<file path="src/rtl/walk_pkg.sv">
package walk_pkg;
  localparam int VA_W      = 32;
  localparam int DOM_CNT   = 16;
  localparam int DOM_W     = $clog2(DOM_CNT);
  localparam int SUB_CNT   = 4;
  localparam int SUB_W     = $clog2(SUB_CNT);
  localparam int L1_IDX_W  = 12;
  localparam int L2_IDX_W  = 8;
  localparam int PT_BASE_W = VA_W - L2_IDX_W - 2;
  localparam int CODE_W    = 4;

  localparam logic [1:0] L1_PT  = 2'b01;
  localparam logic [1:0] L1_SEC = 2'b10;
  localparam logic [1:0] L2_LRG = 2'b01;
  localparam logic [1:0] L2_SML = 2'b10;

  localparam logic [CODE_W-1:0] FC_NONE    = 4'h0;
  localparam logic [CODE_W-1:0] FC_XLT_SEC = 4'h5;
  localparam logic [CODE_W-1:0] FC_XLT_PG  = 4'h7;
  localparam logic [CODE_W-1:0] FC_DOM_SEC = 4'h9;
  localparam logic [CODE_W-1:0] FC_DOM_PG  = 4'hB;
  localparam logic [CODE_W-1:0] FC_PRM_SEC = 4'hD;
  localparam logic [CODE_W-1:0] FC_PRM_PG  = 4'hF;

  typedef enum logic [2:0] {
    ST_IDLE,
    ST_L1_REQ,
    ST_L1_WAIT,
    ST_L2_REQ,
    ST_L2_WAIT,
    ST_DONE
  } walk_st_e;
endpackage

</file>
<file path="src/rtl/walk_compose.sv">
module walk_compose
  import walk_pkg::*;
(
  input  logic [VA_W-1:0]      ttb,
  input  logic [VA_W-1:0]      va,
  input  logic [VA_W-1:0]      desc,
  input  logic [PT_BASE_W-1:0] pt_base,
  output logic [VA_W-1:0]      l1_addr,
  output logic [VA_W-1:0]      l2_addr,
  output logic [VA_W-1:0]      sec_pa,
  output logic [VA_W-1:0]      pg_pa,
  output logic [1:0]           sec_ap,
  output logic [1:0]           pg_ap
);
  logic [1:0]       ap_field [SUB_CNT];
  logic [SUB_W-1:0] sub_sel;
  logic             is_large;
  logic             unused_bits;

  assign unused_bits = ^{ttb[VA_W-L1_IDX_W-7:0], desc[3:2]};

  assign l1_addr = {ttb[VA_W-1:VA_W-L1_IDX_W-6], va[VA_W-1:VA_W-L1_IDX_W], 2'b00};
  assign l2_addr = {pt_base, va[19:12], 2'b00};
  assign sec_pa  = {desc[31:20], va[19:0]};
  assign sec_ap  = desc[11:10];

  assign is_large = (desc[1:0] == L2_LRG);
  assign pg_pa    = is_large ? {desc[31:16], va[15:0]} : {desc[31:12], va[11:0]};
  assign sub_sel  = is_large ? va[15:14] : va[11:10];

  for (genvar g = 0; g < SUB_CNT; g++) begin : g_sub
    assign ap_field[g] = desc[4+2*g +: 2];
  end

  assign pg_ap = ap_field[sub_sel];
endmodule

</file>
<file path="src/rtl/walk_access.sv">
module walk_access
  import walk_pkg::*;
(
  input  logic [2*DOM_CNT-1:0] dacr,
  input  logic [DOM_W-1:0]     dom,
  input  logic [1:0]           ap,
  input  logic                 wr,
  input  logic                 usr,
  input  logic                 sys_en,
  input  logic                 rom_en,
  output logic                 dom_fault,
  output logic                 perm_fault
);
  logic [1:0] dctl;
  logic       manager;
  logic       allowed;

  assign dctl      = dacr[{dom, 1'b0} +: 2];
  assign dom_fault = ~dctl[0];
  assign manager   = (dctl == 2'b11);

  always_comb begin
    unique case (ap)
      2'd0:    allowed = ~wr & ((sys_en & ~usr) | rom_en);
      2'd1:    allowed = ~usr;
      2'd2:    allowed = ~usr | ~wr;
      default: allowed = 1'b1;
    endcase
  end

  assign perm_fault = ~manager & ~allowed;
endmodule

</file>
<file path="src/rtl/tt_walker.sv">
module tt_walker
  import walk_pkg::*;
(
  input  logic        clk,
  input  logic        rst_n,
  input  logic        req_valid,
  output logic        req_ready,
  input  logic [31:0] req_va,
  input  logic        req_write,
  input  logic        req_user,
  input  logic [31:0] ttb,
  input  logic [31:0] dacr,
  input  logic        sys_en,
  input  logic        rom_en,
  output logic        mem_req_valid,
  input  logic        mem_req_ready,
  output logic [31:0] mem_req_addr,
  input  logic        mem_rsp_valid,
  input  logic [31:0] mem_rsp_data,
  output logic        res_valid,
  input  logic        res_ready,
  output logic [31:0] res_pa,
  output logic        res_cacheable,
  output logic        res_bufferable,
  output logic        res_fault,
  output logic [3:0]  res_code
);
  walk_st_e             st;
  logic [VA_W-1:0]      va_q;
  logic                 wr_q, usr_q;
  logic [PT_BASE_W-1:0] pt_base_q;
  logic [DOM_W-1:0]     dom_q;

  logic [VA_W-1:0]      l1_addr, l2_addr, sec_pa, pg_pa;
  logic [1:0]           sec_ap, pg_ap;
  logic [DOM_W-1:0]     chk_dom;
  logic [1:0]           chk_ap;
  logic                 dom_f, perm_f;

  logic                 fin, go_l2;
  logic [CODE_W-1:0]    n_code;
  logic [VA_W-1:0]      n_pa;
  logic                 n_c, n_b;

  walk_compose u_comp (
    .ttb     (ttb),
    .va      (va_q),
    .desc    (mem_rsp_data),
    .pt_base (pt_base_q),
    .l1_addr (l1_addr),
    .l2_addr (l2_addr),
    .sec_pa  (sec_pa),
    .pg_pa   (pg_pa),
    .sec_ap  (sec_ap),
    .pg_ap   (pg_ap)
  );

  assign chk_dom = (st == ST_L2_WAIT) ? dom_q : mem_rsp_data[8:5];
  assign chk_ap  = (st == ST_L2_WAIT) ? pg_ap : sec_ap;

  walk_access u_acc (
    .dacr       (dacr),
    .dom        (chk_dom),
    .ap         (chk_ap),
    .wr         (wr_q),
    .usr        (usr_q),
    .sys_en     (sys_en),
    .rom_en     (rom_en),
    .dom_fault  (dom_f),
    .perm_fault (perm_f)
  );

  always_comb begin
    fin    = 1'b0;
    go_l2  = 1'b0;
    n_code = FC_NONE;
    n_pa   = '0;
    n_c    = 1'b0;
    n_b    = 1'b0;
    if (mem_rsp_valid) begin
      if (st == ST_L1_WAIT) begin
        if (mem_rsp_data[1:0] == L1_PT) begin
          go_l2 = 1'b1;
        end else if (mem_rsp_data[1:0] == L1_SEC) begin
          fin = 1'b1;
          if (dom_f)       n_code = FC_DOM_SEC;
          else if (perm_f) n_code = FC_PRM_SEC;
          else begin
            n_pa = sec_pa;
            n_c  = mem_rsp_data[3];
            n_b  = mem_rsp_data[2];
          end
        end else begin
          fin    = 1'b1;
          n_code = FC_XLT_SEC;
        end
      end else if (st == ST_L2_WAIT) begin
        fin = 1'b1;
        if (mem_rsp_data[1:0] != L2_LRG && mem_rsp_data[1:0] != L2_SML)
          n_code = FC_XLT_PG;
        else if (dom_f)  n_code = FC_DOM_PG;
        else if (perm_f) n_code = FC_PRM_PG;
        else begin
          n_pa = pg_pa;
          n_c  = mem_rsp_data[3];
          n_b  = mem_rsp_data[2];
        end
      end
    end
  end

  always_ff @(posedge clk or negedge rst_n) begin
    if (!rst_n) begin
      st             <= ST_IDLE;
      va_q           <= '0;
      wr_q           <= 1'b0;
      usr_q          <= 1'b0;
      pt_base_q      <= '0;
      dom_q          <= '0;
      res_pa         <= '0;
      res_cacheable  <= 1'b0;
      res_bufferable <= 1'b0;
      res_fault      <= 1'b0;
      res_code       <= FC_NONE;
    end else begin
      unique case (st)
        ST_IDLE: if (req_valid) begin
          va_q  <= req_va;
          wr_q  <= req_write;
          usr_q <= req_user;
          st    <= ST_L1_REQ;
        end
        ST_L1_REQ: if (mem_req_ready) st <= ST_L1_WAIT;
        ST_L1_WAIT: if (go_l2) begin
          pt_base_q <= mem_rsp_data[31:10];
          dom_q     <= mem_rsp_data[8:5];
          st        <= ST_L2_REQ;
        end
        ST_L2_REQ: if (mem_req_ready) st <= ST_L2_WAIT;
        ST_L2_WAIT: ;
        ST_DONE: if (res_ready) st <= ST_IDLE;
        default: st <= ST_IDLE;
      endcase
      if (fin) begin
        res_pa         <= n_pa;
        res_cacheable  <= n_c;
        res_bufferable <= n_b;
        res_fault      <= (n_code != FC_NONE);
        res_code       <= n_code;
        st             <= ST_DONE;
      end
    end
  end

  assign req_ready     = (st == ST_IDLE);
  assign mem_req_valid = (st == ST_L1_REQ) || (st == ST_L2_REQ);
  assign mem_req_addr  = (st == ST_L2_REQ) ? l2_addr : l1_addr;
  assign res_valid     = (st == ST_DONE);
endmodule

</file>
<file path="config.mk">
export PLATFORM = sky130hd
export DESIGN_NAME = tt_walker
export DESIGN_NICKNAME = d
export VERILOG_FILES = /design/src/rtl/walk_pkg.sv /design/src/rtl/walk_compose.sv /design/src/rtl/walk_access.sv /design/src/rtl/tt_walker.sv
export SDC_FILE = /design/constraint.sdc
export NUM_CORES = 1
export LEC_CHECK = 0
export ABC_AREA = 1
export BUFFER_PORTS_ARGS = -buffer_cell sky130_fd_sc_hd__buf_2
export CAP_MARGIN = 30
export CORE_ASPECT_RATIO = 1.75
export CORE_MARGIN = 10
export CORE_UTILIZATION = 50
export DETAILED_ROUTE_END_ITERATION = 16
export MAX_ROUTING_LAYER = met4
export PLACE_DENSITY = 0.8
export SETUP_SLACK_MARGIN = 0.15
export SLEW_MARGIN = 5
export SYNTH_ARGS = -nofsm -noshare
export SYNTH_HDL_FRONTEND = slang
export SYNTH_SLANG_ARGS = --single-unit
</file>
<file path="constraint.sdc">
create_clock -name clk -period 3 [get_ports clk]
set_input_delay 0.75 -clock clk [delete_from_list [all_inputs] [get_ports clk]]
set_output_delay 0.75 -clock clk [all_outputs]
set_load 0.05 [all_outputs]
</file>
==> run metrics, run 1 <==
DRT Pass-1 Iters 5; DR top layer met4; worst path required time 2.25 ns; clk slew on worst S/H paths ~0.07 ns; Yosys cell types 31; Die Width 98.1 um; Clock H-tree levels 3; I/O Buffers 195; Post-synth ARST share 100%; hpwl dp approximately 13 mm; Clock Power Share 15.8%; TNS Setup 0 ns; final setup fails 0; Chip Height around 160 um; initial antenna violation count 1; area occupied by multi-input gates 2460 um2; CTS root buf clkbuf_16; Top-Level Pins around 210; max-cap violations 0; Final Hold Viols 0; period utilization 90.2%; Routed wire per std cell 16.7 um; slack of the critical path 0.293 ns; starting density of the core between 50% and 60%; drt total wl 16.4 mm; Worst Hold Class input pin to asynchronous set/reset pin; clock tree buffer depth 2; Metal-1 WL 6.03 mm; Area growth, synth to finish 26.8%; status complete, no violations; met2 WL 8.50 mm; Synth Register Bits 102; Seq/Total Area, Yosys 47.8%; Ys Warns 0; sequential power share 31.3%; Worst Setup End Kind primary output; Hold-fix buffers, CTS 0; crit path max fanout 38; total number of vias ~5200; Slew Limit Headroom 37.1%; wire length on met3 about 1.0 mm; Synth Instances 666; Final Power 0.00716 W; leak pwr 3.83 nW; Final min period 2.71 ns; largest net degree at the start of global routing 45; first-pass GRT wire length 26.4 mm; Inserted Clock Buffers 9; layout cells sized above 1 33.1%; Routed Antenna Nets 0; vias in the first global route 5408; combinational fraction of design power 52.9%; Clock Skew 0.00718 ns; Max Clk Rate about 0.37 GHz; number of synthesized flops with an enable pin 0; Slew Limit Fails 0; sw frac 48.8%; Die ar. about 15000 um2; Worst Setup Start Kind flop; row cnt 49; core area roughly 10000 um2; worst setup path class flop to primary output; CTS tree done; worst-skew pair later-pin latency 0.35 ns; clk sinks 102; maximum vdd drop 0.000575 V; cell-internal power around 0.0037 W; Avg Inst Size Synth 8.01 um2; pre-CTS WS 0.000742 ns; gp weighted congestion 0.895; Tightest Pin Transition 0.940 ns; crit path DAT 1.96 ns; Total Routing Usage GR 21.6%; RSZ-0062 raised after global routing false; drt initial violations 373; GRT overflow 0; final net count roughly 1000; vias per cell approximately 5.3; area of the mapped netlist 5340 um2; top_reg_cell synth dfrtp_1; FILL cells 936; # DRC 0; NetSw 0.00349 W; pwr dens approximately 1100 nW/um2; register area approximately 2600 um2
[final cells by class]
class | count | area share (%)
Clock inverter | 4 | 0.740
Sequential cell | 102 | 37.7
Tap cell | 127 | 2.35
Timing Repair Buffer | 211 | 17.1
Multi-Input combinational cell | 485 | 36.3
Inverter | 42 | 2.33
Clock buffer | 10 | 3.38
Antenna cell | 1 | 0.0370
[per-stage QoR]
| stage | std cells | utilization, % | hold slack, ns | instance area, um2 |
|---|---|---|---|---|
| floorplan | 667 | - | 0.453 | 5340 |
| detailed placement | 966 | 62.2 | 0.461 | 6440 |
| global route | 982 | 65.3 | 0.430 | 6770 |
| CTS | 980 | 64.8 | 0.420 | 6720 |
| finish | 982 | 65.3 | 0.403 | 6770 |
| global placement | 966 | 62.2 | 0.458 | 6440 |
[per-layer routing]
metal	up-vias	global-route usage, %
met3	57	5.34
li1	2544	-
met4	0	12.2
met5	-	-
met2	194	37.1
met1	2410	21.9
[placed cells by master (no fill, tap or decap), drive strengths merged]
cell / instances
mux2: 39
o211ai: 3
conb: 2
ha: 2
a31oi: 1
diode: 1
nand4: 25
nand2: 254
bufinv: 1
o21ai: 29
nor3: 4
inv: 41
a2111oi: 1
clkbuf: 11
buf: 210
nor2: 31
dfrtp: 102
clkinv: 2
nand3: 79
clkinvlp: 2
a21oi: 14
a31o: 1
[repair_timing]
action / CTS / global route
resized for setup: 0 / 4
hold endpoints to repair: 0 / 0
setup endpoints to repair: 0 / 15
setup buffers: 0 / 0
[synthesized netlist by cell type (4+ instances only)]
cell type    n  area share (%)
nand2_1    249              18
mux2_2      39             8.2
nor2_1      30             2.1
inv_1       37             2.6
nand2_2      4            0.47
nand4_1     25             2.9
o21ai_0     26             2.4
a21oi_1     13             1.2
inv_2        4            0.28
dfrtp_1    102              48
buf_2        9            0.84
nand3_1     79             7.4
clkbuf_1    19             1.3
buf_6        5             1.1
[cell families after synthesis]
family / Yosys count / synth area share, %
flops: 102 / 47.8
buf+inv: 80 / 6.68
compound gates: 49 / 5.39
mux: 39 / 8.23
simple gates: 393 / 31.3
fa+ha+maj: 2 / 0.469
other cells: 1 / 0.0703
[flip-flops by register name, indices dropped and copies added (netlist names)]
register and count:
st 3, pt_base_q 22, res_code 4, usr_q 1
wr_q 1, res_pa 32, res_bufferable 1, res_fault 1
va_q 32, res_cacheable 1, dom_q 4
[power groups by stage]
stage	Clock [W]	Combinational (W)	Sequential, W
final	0.00113	0.00379	0.00224
after global routing	0.00119	0.00411	0.00230
after CTS	0.00115	0.00377	0.00223
after detailed placement	0	0.00376	0.00225
after global placement	0	0.00370	0.00223
after floorplan	0	0.00237	0.00266
[worst max-delay path, stage by stage (launching register included)]
cell	delay, ns
dfrtp_1	0.55
nor2_2	0.09
nand2_1	0.09
buf_4	0.35
nand2_1	0.09
o21ai_1	0.12
buf_2	0.30
[worst paths after layout]
kind,startpoint,endpoint,slack (ns),depth (start not counted)
setup / recovery,st[2]$_DFFE_PN0P_,mem_req_addr[7],0.29,6
hold / removal,rst_n,va_q[28]$_DFFE_PN0P_,0.40,1
setup reg to reg,st[1]$_DFFE_PN0P_,res_fault$_DFFE_PN0P_,0.51,12
hold reg to reg,res_pa[17]$_DFFE_PN0P_,res_pa[17]$_DFFE_PN0P_,0.47,2
max in group asynchronous,rst_n,va_q[20]$_DFFE_PN0P_,1.91,2
min in group clk,res_pa[17]$_DFFE_PN0P_,res_pa[17]$_DFFE_PN0P_,0.47,2
Power figures use the tool's default switching activity.
==> run 2: changes to the inputs <==
Settings changed: CORE_UTILIZATION 50 to 53, PLACE_DENSITY 0.8 to 0.84.
==> run 2 against run 1 <==
  * Total power up 1.2%
  * Clock skew is 0.0011 ns lower
  * First-iteration DRC count is 19% higher
  * Fmax barely moved
  * Critical path depth is 1 higher
  * Final cell count did not move
  * Flip-flop and latch count unchanged
  * Largest power group unchanged
==> run metrics, run 2 (synthesized netlist as in run 1, its figures left out) <==
status complete, no violations; Routed wire per std cell 16.7 um (-0.30%); drt initial violations 443 (+19%); Hold-fix buffers, CTS 0 (unchanged); worst path required time 2.25 ns (about the same); r2r startpoint st[1]$_DFFE_PN0P_; # DRC 0 (unchanged); Top-Level Pins 212 (unchanged); vias in the first global route 5390 (-0.33%); max-cap violations 0 (unchanged); starting density of the core 54.2% (+2.7 points); Clock Skew 0.00606 ns (-0.00112 ns); Clock H-tree levels 3 (unchanged); RSZ-0062 raised after global routing false; final net count 992 (+0.10%); Worst Hold Class input pin to asynchronous set/reset pin; cell depth of the worst flop-to-flop path 12 (unchanged); NetSw 0.00348 W (-0.21%); worst setup path class flop to primary output; CP Cell Sequence inv_1 > nor2_2 > nand2_1 > buf_4 > nand2_1 > o21ai_1 > buf_2; I/O Buffers 195 (unchanged); hpwl dp 12.3 mm (-2.3%); r2r endpoint res_pa[5]$_DFFE_PN0P_; maximum vdd drop 0.000650 V (+13%); Final min period 2.71 ns (-0.000347 ns); Chip Height 153 um (-2.5%); CTS tree done; DRT Pass-1 Iters 5 (unchanged); placed cell areas 6440 um2 (unchanged); Setup crit end mem_req_addr[7]; Routed Antenna Nets 0 (unchanged); slowest CP cell dfrtp_1; crit path DAT 1.96 ns (about the same); CTS root buf clkbuf_16; GRT overflow 0 (unchanged); most frequent cells in the layout 247 x nand2_1, 194 x buf_2, 101 x dfrtp_1; first-pass GRT wire length 26.3 mm (-0.50%); Max Clk Rate 0.369 GHz (about the same); Inserted Clock Buffers 9 (unchanged); leak pwr 3.85 nW (+0.54%); clk slew on worst S/H paths 0.07 ns (about the same); Worst Setup Start Kind flop; Final Power 0.00725 W (+1.2%); pwr dens 1070 nW/um2 (+1.1%); sw frac 48.1% (-0.68 points); vias per cell 5.34 (+0.69%); most common cell after layout, fill and taps aside nand2_1; layout cells sized above 1 33.5% (+0.39 points); Slew Limit Fails 0 (unchanged); Clock Power Share 17.3% (+1.5 points); gp weighted congestion 0.917 (+2.4%); core area 9850 um2 (-4.9%); clock tree buffer depth 2 (unchanged); period utilization 90.2% (about the same); initial antenna violation count 1 (unchanged); largest net degree at the start of global routing 67 (+49%); clk sinks 102 (unchanged); Area growth, synth to finish 27.0%; total number of vias 5241 (+0.69%); Die ar. 14600 um2 (-4.7%); Total Routing Usage GR 23.1% (+1.5 points); Crit. path cell count 7 (+1); Final Hold Viols 0 (unchanged); Finished Cell Area 6780 um2 (+0.15%); worst-skew pair later-pin latency 0.34 ns (about the same); CP bufs+invs 3 (+1); Crit. Startpoint st[0]$_DFFE_PN0P_; Top delay family on crit path buffers and inverters; row cnt 48 (-2.0%); sequential power share 30.9% (-0.4 points); Slew Limit Headroom 61.2% (+24 points); R2R setup slack 0.52 ns (about the same); largest registers res_pa (32), va_q (32), pt_base_q (22); drt total wl 16.4 mm (-0.30%); most frequent CP cell nand2_1; max incr delay on CP 0.45 ns (-0.10 ns); combinational fraction of design power 51.7% (-1.2 points); crit path max fanout 27 (-29%); Worst Setup End Kind primary output; cell-internal power 0.00376 W (+2.5%); final setup fails 0 (unchanged); Hold WS 0.368 ns (-0.0351 ns); Tightest Pin Transition 0.579 ns (-0.362 ns); Die Width 95.9 um (-2.3%)
==> run 2: changes by cell type in the layout (fill, tap and decap cells not counted), sizes merged <==
| cell | delta |
|---|---|
| bufinv | +1 |
| clkinvlp | -2 |
| buf | +2 |
| clkinv | +1 |
==> run 2: power by group through the flow <==
stage	combinational, W	sequential [W]	clock (W)
detailed placement	0.00373	0.00225	0
global route	0.00405	0.00231	0.00133
floorplan	0.00237	0.00266	0
finish	0.00375	0.00224	0.00126
CTS	0.00376	0.00224	0.00127
global placement	0.00367	0.00223	0
==> run 2: repair_timing <==
action	CTS	global route
endpoints found under the setup margin	0	42
gates resized for setup	0	4
setup buffers	0	0
==> run 2: cell type report <==
class,count,area (um2)
fill,812,3070
sequential,102,2550
multi-input combinational,485,2450
timing repair buffer,212,1130
clock buffer,11,253
inverter,42,158
tap,125,156
clock inverter,4,70.1
antenna,1,2.50
==> run 2: worst reg2reg max path, stage by stage (launching register included) <==
cell     delay, ns
dfrtp_1       0.45
nor2_4        0.17
nand2_4       0.14
o21ai_1       0.50
nand3_1       0.15
nand3_1       0.14
nand3_1       0.08
nand2_1       0.14
a21oi_4       0.09
buf_12        0.17
buf_4         0.19
nand4_1       0.08
nand2_1       0.07
==> run 2: worst min-delay path by stage <==
stage                                 start                      end  slack [ns]
floorplan                             rst_n     dom_q[0]$_DFFE_PN0P_        0.45
global placement    res_code[1]$_DFFE_PN0P_  res_code[1]$_DFFE_PN0P_        0.46
detailed placement  res_code[3]$_DFFE_PN0P_  res_code[3]$_DFFE_PN0P_        0.46
CTS                                   rst_n     va_q[27]$_DFFE_PN0P_        0.38
global route                          rst_n     va_q[27]$_DFFE_PN0P_        0.40
finish                                rst_n     va_q[27]$_DFFE_PN0P_        0.37
==> run 2: through the flow <==
stage               worst slack, ns  utilization [%]  std cells  TNS (ns)
floorplan                     0.173                -        667         0
global placement             0.0240             65.4        966         0
detailed placement          -0.0573             65.4        966    -0.524
CTS                           0.249             68.7        981         0
global route                  0.146             68.8        982         0
finish                        0.293             68.8        982         0
==> run 2: per-layer routing <==
metal	routed length, um	GRT usage [%]	vias to the layer above
met4	580	10.3	0
met2	8540	38.8	214
met3	1330	5.13	43
met1	5930	24.9	2439
li1	-	-	2545
met5	0	-	-
